**config.mk**
```make
export PLATFORM = sky130hd
export DESIGN_NAME = burst_addr_seq
export DESIGN_NICKNAME = d
export VERILOG_FILES = /design/src/rtl/burst_seq_pkg.sv /design/src/rtl/bsq_ctrl.sv /design/src/rtl/bsq_order_map.sv /design/src/rtl/bsq_state.sv /design/src/rtl/burst_addr_seq.sv
export SDC_FILE = /design/constraint.sdc
export NUM_CORES = 1
export LEC_CHECK = 0
export CORE_MARGIN = 10
export CORE_UTILIZATION = 44
export CTS_BUF_LIST = sky130_fd_sc_hd__clkbuf_8
export CTS_CLUSTER_SIZE = 28
export DETAILED_ROUTE_END_ITERATION = 8
export MAX_ROUTING_LAYER = met4
export PLACE_DENSITY = 0.84
export SLEW_MARGIN = 40
export SYNTH_ARGS = -nofsm -noshare
export SYNTH_HDL_FRONTEND = slang
export SYNTH_SLANG_ARGS = --single-unit
```
**constraint.sdc**
```tcl
create_clock -name clk -period 2.7 [get_ports clk]
set_clock_uncertainty 0.1 [all_clocks]
set_input_delay 0.405 -clock clk [delete_from_list [all_inputs] [get_ports clk]]
set_output_delay 0.405 -clock clk [all_outputs]
set_load 0.01 [all_outputs]
```
**src/rtl/burst_seq_pkg.sv**
```systemverilog
package burst_seq_pkg;

   typedef enum logic {
      ORD_LINEAR     = 1'b0,
      ORD_INTERLEAVE = 1'b1
   } order_e;

   typedef enum logic [1:0] {
      CMD_HOLD  = 2'd0,
      CMD_LOAD  = 2'd1,
      CMD_STEP  = 2'd2,
      CMD_CLEAR = 2'd3
   } cmd_e;

   // Order support options for the offset mapper
   localparam int ORDERS_BOTH       = 0;
   localparam int ORDERS_LINEAR     = 1;
   localparam int ORDERS_INTERLEAVE = 2;

   function automatic cmd_e decode_cmd(input logic rst_i, input logic stall_i,
                                       input logic step_i);
      if (rst_i)        return CMD_CLEAR;
      else if (stall_i) return CMD_HOLD;
      else if (step_i)  return CMD_STEP;
      else              return CMD_LOAD;
   endfunction

endpackage

```
**src/rtl/bsq_ctrl.sv**
```systemverilog
module bsq_ctrl
   import burst_seq_pkg::*;
(
   input  logic rst,
   input  logic stall,
   input  logic step,
   input  logic ilv_mode,
   output cmd_e cmd,
   output order_e order
);

   always_comb begin
      cmd   = decode_cmd(rst, stall, step);
      order = ilv_mode ? ORD_INTERLEAVE : ORD_LINEAR;
   end

endmodule

```
**src/rtl/bsq_order_map.sv**
```systemverilog
module bsq_order_map
   import burst_seq_pkg::*;
#(
   parameter int BEAT_W = 2,
   parameter int ORDERS = ORDERS_BOTH
)(
   input  logic [BEAT_W-1:0] start,
   input  logic [BEAT_W-1:0] beat,
   input  order_e            order,
   output logic [BEAT_W-1:0] ofs
);

   logic [BEAT_W-1:0] ofs_lin;
   logic [BEAT_W-1:0] ofs_ilv;

   // linear order: wrap-around increment from the start offset
   assign ofs_lin = start + beat;

   // interleaved order: bitwise toggle of the start by the beat number
   for (genvar gi = 0; gi < BEAT_W; gi++) begin : g_ilv_bit
      assign ofs_ilv[gi] = start[gi] ^ beat[gi];
   end

   if (ORDERS == ORDERS_LINEAR) begin : g_lin_only
      assign ofs = ofs_lin;
   end else if (ORDERS == ORDERS_INTERLEAVE) begin : g_ilv_only
      assign ofs = ofs_ilv;
   end else begin : g_both
      assign ofs = (order == ORD_INTERLEAVE) ? ofs_ilv : ofs_lin;
   end

   if (ORDERS < ORDERS_BOTH || ORDERS > ORDERS_INTERLEAVE) begin : g_bad_orders
      $error("bsq_order_map: ORDERS out of range");
   end

endmodule

```
**src/rtl/bsq_state.sv**
```systemverilog
module bsq_state
   import burst_seq_pkg::*;
#(
   parameter int ADDR_W = 20,
   parameter int BEAT_W = 2,
   localparam int HI_W  = ADDR_W - BEAT_W
)(
   input  logic              clk,
   input  cmd_e              cmd,
   input  logic [ADDR_W-1:0] addr_in,
   input  logic [BEAT_W-1:0] ofs_next,
   output logic [HI_W-1:0]   hi_q,
   output logic [BEAT_W-1:0] start_q,
   output logic [BEAT_W-1:0] beat_q,
   output logic [BEAT_W-1:0] beat_next,
   output logic [BEAT_W-1:0] ofs_q
);

   assign beat_next = beat_q + 1'b1;

   always_ff @(posedge clk) begin
      unique case (cmd)
         CMD_CLEAR: begin
            hi_q    <= '0;
            start_q <= '0;
            beat_q  <= '0;
            ofs_q   <= '0;
         end
         CMD_LOAD: begin
            hi_q    <= addr_in[ADDR_W-1:BEAT_W];
            start_q <= addr_in[BEAT_W-1:0];
            beat_q  <= '0;
            ofs_q   <= addr_in[BEAT_W-1:0];
         end
         CMD_STEP: begin
            beat_q  <= beat_next;
            ofs_q   <= ofs_next;
         end
         default: ;
      endcase
   end

endmodule

```
**src/rtl/burst_addr_seq.sv**
```systemverilog
module burst_addr_seq
   import burst_seq_pkg::*;
#(
   parameter int ADDR_W = 20,
   parameter int BEAT_W = 2,
   parameter int ORDERS = ORDERS_BOTH,
   localparam int HI_W  = ADDR_W - BEAT_W
)(
   input  logic              clk,
   input  logic              rst,
   input  logic              stall,
   input  logic              step,
   input  logic              ilv_mode,
   input  logic [ADDR_W-1:0] addr_in,
   output logic [ADDR_W-1:0] addr_q,
   output logic [BEAT_W-1:0] beat_ofs
);

   if (BEAT_W < 1) begin : g_bad_beat
      $error("burst_addr_seq: BEAT_W must be at least 1");
   end
   if (ADDR_W <= BEAT_W) begin : g_bad_addr
      $error("burst_addr_seq: ADDR_W must exceed BEAT_W");
   end

   cmd_e              cmd;
   order_e            order;
   logic [HI_W-1:0]   hi_q;
   logic [BEAT_W-1:0] start_q;
   logic [BEAT_W-1:0] beat_q;
   logic [BEAT_W-1:0] beat_next;
   logic [BEAT_W-1:0] ofs_next;
   logic [BEAT_W-1:0] ofs_q;

   bsq_ctrl u_ctrl (
      .rst      (rst),
      .stall    (stall),
      .step     (step),
      .ilv_mode (ilv_mode),
      .cmd      (cmd),
      .order    (order)
   );

   bsq_order_map #(.BEAT_W(BEAT_W), .ORDERS(ORDERS)) u_map (
      .start (start_q),
      .beat  (beat_next),
      .order (order),
      .ofs   (ofs_next)
   );

   bsq_state #(.ADDR_W(ADDR_W), .BEAT_W(BEAT_W)) u_state (
      .clk       (clk),
      .cmd       (cmd),
      .addr_in   (addr_in),
      .ofs_next  (ofs_next),
      .hi_q      (hi_q),
      .start_q   (start_q),
      .beat_q    (beat_q),
      .beat_next (beat_next),
      .ofs_q     (ofs_q)
   );

   assign addr_q   = {hi_q, ofs_q};
   assign beat_ofs = ofs_q;

   // reset clears the outputs
   p_reset_clear_r1: assert property (@(posedge clk)
      rst |=> (addr_q == '0 && beat_ofs == '0));

   // a load captures the external address
   p_load_capture_r2: assert property (@(posedge clk) disable iff (rst)
      (!stall && !step) |=> (addr_q == $past(addr_in)));

   // suspend holds the address and offset
   p_stall_hold_r7: assert property (@(posedge clk) disable iff (rst)
      stall |=> ($stable(addr_q) && $stable(beat_ofs)));

   // an advance leaves the upper address bits untouched
   p_upper_fixed_r5: assert property (@(posedge clk) disable iff (rst)
      (!stall && step) |=> (addr_q[ADDR_W-1:BEAT_W] == $past(addr_q[ADDR_W-1:BEAT_W])));

   // with an unchanged order, every advance moves to a new offset
   p_adv_moves_r3: assert property (@(posedge clk) disable iff (rst)
      (!stall && step && ilv_mode == $past(ilv_mode)) |=> !$stable(beat_ofs));

endmodule

```
# After elaboration in Yosys (flattened, before gate mapping)

Cells that the tools add are included.
W data, S select, Z words.

Mux-type cells: 9
Bitwise logic cells: 2
Eq/ne operators: 3
Add/subtract/negate cells: 2
Reduce and logical (&&, ||, !) cells: 4

Operators with widths:

| operator              | number |
|---|---|
| $pmux W18 S2          | 1 |
| $mux W2               | 4 |
| $pmux W2 S2           | 2 |
| $pmux W2 S3           | 1 |
| $eq A2 B2 Y1 const B  | 2 |
| $reduce_bool A2 Y1    | 2 |
| $reduce_bool A3 Y1    | 1 |
| $add A2 B1 Y2 const B | 1 |
| $add A2 B2 Y2         | 1 |
| $eq A2 B1 Y1 const B  | 1 |
| $reduce_or A2 Y1      | 1 |
| $xor A1 B1 Y1         | 2 |
| $mux W1               | 1 |

Bits of input ports: 25
Output and inout bits: 22
Bits in registers: 24
Word-level logic and storage cells: 24

# Logic depth before layout (Yosys ltp)

Depth in word-level cells: 6
Depth in mapped cells: 5
Gate-level depth less buffers: 5

# Hierarchy

From an unflattened synthesis, not the netlist that was laid out.

Cells, all modules: 72
Area total of the unflattened synthesis: 1056.0 um^2

Modules (own cells, without submodules):

| module         | cells an instance | times used | seq. area each (um^2) | area an instance (um^2) |
|---|---|---|---|---|
| bsq_state      | 62                | 1          | 720.7                 | 978.4 |
| bsq_order_map  | 4                 | 1          | 0.0                   | 36.3 |
| bsq_ctrl       | 4                 | 1          | 0.0                   | 26.3 |
| burst_addr_seq | 2                 | 1          | 0.0                   | 15.0 |

# Least setup slack after synthesis

No wires, ideal clock.

Path kind: input to register
Start point: input stall
End point: register u_state.hi_q[0] (enable)
Buffers on the path: 0
Data required time: 2.199 ns
Data arrival time: 1.392 ns
Stages on the path: 1
Library setup time: 0.401 ns
Path slack: 0.807 ns
Cells stage by stage: o21bai_1

Cells in the longest elaborated chain, start to end: 4
Elaborated cells between the ends (all ways): 5
Those cells by class: eq/ne: 2; mux: 2; reduce/logical: 1

RTL lines:

| what                                                | RTL line             | text |
|---|---|---|
| start, declared                                     | burst_addr_seq.sv:11 | `input logic stall,` |
| $mux W2 (*)                                         | burst_seq_pkg.sv:23  | `else if (stall_i) return CMD_HOLD;` |
| $mux W2 (*)                                         | burst_seq_pkg.sv:22  | `if (rst_i) return CMD_CLEAR;` |
| $eq A2 B2 Y1 / $eq A2 B1 Y1 (equally long branches) | bsq_state.sv:22      | `unique case (cmd)` |
| $reduce_bool A2 Y1 (no line) (*)                    | n/a                  |  |
| end signal, assigned                                | bsq_state.sv:30      | `hi_q <= addr_in[ADDR_W-1:BEAT_W];` |
| end, declared                                       | bsq_state.sv:12      | `output logic [HI_W-1:0] hi_q,` |

Mark *: on every way between the ends. The rest lies on a longest branch, timed or not.
A chain may end at the register's enable or synchronous reset.

# Worst setup path in the final report

Start point: register u_state.hi_q[4]
End point: output addr_q[6]

RTL lines:

| what          | RTL line             | text |
|---|---|---|
| end, declared | burst_addr_seq.sv:15 | `output logic [ADDR_W-1:0] addr_q,` |

No word-level cell between the ends.

==> summary.txt <==
Detailed routing
  – DRT Wirelength: 2110 um
  – Vias per std cell: 4.536
  – Iter 0 DRT Violations: 11
  – ANT nets after route: 0
  – DRC violations left: 0
  – Via count: 626
  – First-pass detailed-route iteration total: 3
  – Wire per inst: 15.29 um

Run
  – Max cap viols: 0

CTS
  – Num CTS Buffers: 3
  – CTS max path bufs: 2
  – CTS tree: built
  – Root Buffer: clkbuf_8
  – CTS clk-pin slew, worst paths: 0.08 ns
  – Clock Latency Late Sink: 0.25 ns
  – Post-CTS Resized: 0
  – H-Tree Depth: 1
  – TritonCTS Sinks: 24
  – Hold-fix buffers, CTS: 0
  – Setup Fix Bufs, Post-CTS: 0

Global routing
  – Largest net degree at the start of global routing: 21
  – First-pass GRT wire length: 3208 um
  – Grt total ovfl: 0
  – Total Routing Usage GR: 9.653%
  – Initial antenna violation count: 0
  – Vias in the first global route: 677

Min path
  – Worst hold endpoint: u_state.beat_q[0]
  – Hold WC Path Type: reg2reg
  – Hold path startpoint: u_state.beat_q[0]
  – Hold path cells: 1

Timing
  – Setup-failing EPs final: 0
  – RSZ-0062 raised after global routing: false
  – Worst slew pin tran: 0.5100 ns
  – Worst slew margin: 65.89%
  – Setup TNS: 0 ns
  – Final Slew Violations: 0
  – Crit path time final: 1.655 ns
  – Final cycle utilization of the critical path: 61.29%
  – Fmax: 604.3 MHz
  – Final hold vios: 0

Critical path
  – WP data required: 2.19 ns
  – CP bufs+invs: 1
  – Worst r2r dst: u_state.ofs_q[1]
  – Kind of critical path: reg2out
  – Slowest cell on crit path: clkdlybuf4s50_1
  – Delay-heaviest family, CP: buffers and inverters
  – Flop2flop setup slack: 1.23 ns
  – Crit path arrival time: 1.15 ns
  – Setup crit start: u_state.hi_q[4]
  – Crit Reg-Reg Startpoint: u_state.beat_q[0]
  – CP max FO: 1
  – CP Cell Sequence: clkdlybuf4s50_1
  – Startpoint Class: flip-flop
  – Total stage count of the critical path: 1
  – Worst-case reg-to-reg path depth: 5
  – CP max stage delay: 0.55 ns
  – CP endpoint kind: output pin

Final layout
  – Nets: 138
  – Fillers: 174
  – Area Growth Syn to Fin: 54.33%
  – ANT cells: 0
  – Core Util, Final: 69.95%
  – Commonest non-fill, non-tap cells in the layout: 46 x clkdlybuf4s50_1, 24 x edfxtp_1, 20 x and2_1
  – Ratio of cells with drive above 1 in the final layout: 5.455%
  – Commonest non-fill, non-tap cell in the layout: clkdlybuf4s50_1

Floorplan
  – Top-level I/O count: 47
  – Core area: 2170 um2
  – Core Rows: 17
  – Initial Utilization: 45.33%
  – Die height: 67.28 um
  – Die W: 67.28 um
  – Die area: 4526 um2

Placement
  – RePlAce Congestion: 0.7587
  – I/O Buffers: 46
  – DPL Wire Length: 1713 um

Synth
  – Synthesized area per cell: 15.37 um2
  – Largest area contributor in the synthesized netlist: edfxtp_1
  – Synthesized area: 983.4 um2
  – Sequential area share after synthesis: 73.28%
  – Mapped Cells: 64
  – FF+latch count, synth: 24
  – Unique masters post-synth: 16
  – Synth top area share: 73.28%
  – YS warnings: 0
  – Area contributors post-synth: edfxtp_1 73%, and2_1 13%, xnor3_1 2.3%, buf_4 1.5%, ha_1 1.3%
  – Synth Net Count: 90

Pwr
  – Maximum VDD drop: 0.0003845 V
  – Pwr dens: 521.6 nW/um2
  – Lkg Pwr: 0.0005695 uW

Outcome
  – Outcome: finished clean
-- synthesized netlist by cell type, drive strengths merged --
cell type   n
nor2        3
clkbuf      2
xnor2       1
nand2       1
buf         2
inv         1
nand2b      2
o21ai       1
nor3        2
and2       20
a21oi       1
xnor3       1
mux2i       1
edfxtp     24
o21bai      1
ha          1
-- routing by layer --
layer / GRT usage, % / wire length [um] / vias up
met5: - / 0 / -
met4: 3.077 / 16 / 0
met3: 7.107 / 387 / 2
met2: 15.40 / 959 / 33
met1: 8.911 / 746 / 279
li1: - / - / 312
-- state kept, by name, summed over array words and instances, names as in the netlist --
register and flops:
u_state.hi_q 18, u_state.beat_q 2, u_state.ofs_q 2, u_state.start_q 2
-- kinds of logic after synthesis --
family	after synthesis	synth area share [%]
and+or+nand+nor	28	16.54
DFF	24	73.28
buffers and inverters	5	2.925
AOI/OAI and AO/OA	3	1.780
xor gates and xnor gates	2	3.181
muxes	1	1.018
adders and majority gates	1	1.272
-- metrics by stage --
step / setup WS (ns) / area, um2 / hold slack (ns) / total power, uW / std cells
6_report: 1.045 / 1518 / 0.5228 / 791.6 / 138
3_5_place_dp: 0.5553 / 1470 / 0.5173 / 603.6 / 135
2_1_floorplan: 0.8066 / 983.4 / 0.4723 / 506.8 / 64
3_3_place_gp: 0.6230 / 1470 / 0.4987 / 600.2 / 135
5_1_grt: 0.9497 / 1518 / 0.5383 / 820.9 / 138
4_1_cts: 0.8095 / 1511 / 0.5233 / 796.6 / 138
-- area by class of cell --
type	instances	area [um2]	area share, %
flip-flops and latches	24	720.7	47.49
repair buffers	47	467.9	30.83
multi-input cells	35	249.0	16.41
clock buffers	3	41.29	2.721
well taps	28	35.03	2.308
inverters	1	3.754	0.2473
-- power breakdown --
group / internal [uW] / leakage [uW] / switching [uW]
logic: 90.6 / 0.000300 / 52.7
registers: 442 / 0.000247 / 8.88
clock network: 99.2 / 0.0000216 / 98.7
total: 631 / 0.000570 / 160
-- worst max-delay path by stage --
stage                     slack [ns]                to
after global placement          0.62  u_state.hi_q[10]
after detailed placement        0.56   u_state.hi_q[3]
after CTS                       0.81   u_state.hi_q[4]
after global routing            0.95  u_state.hi_q[16]
after floorplan                 0.81   u_state.hi_q[0]
final                           1.05         addr_q[6]
Note: power is estimated with default switching activity, not from simulation.
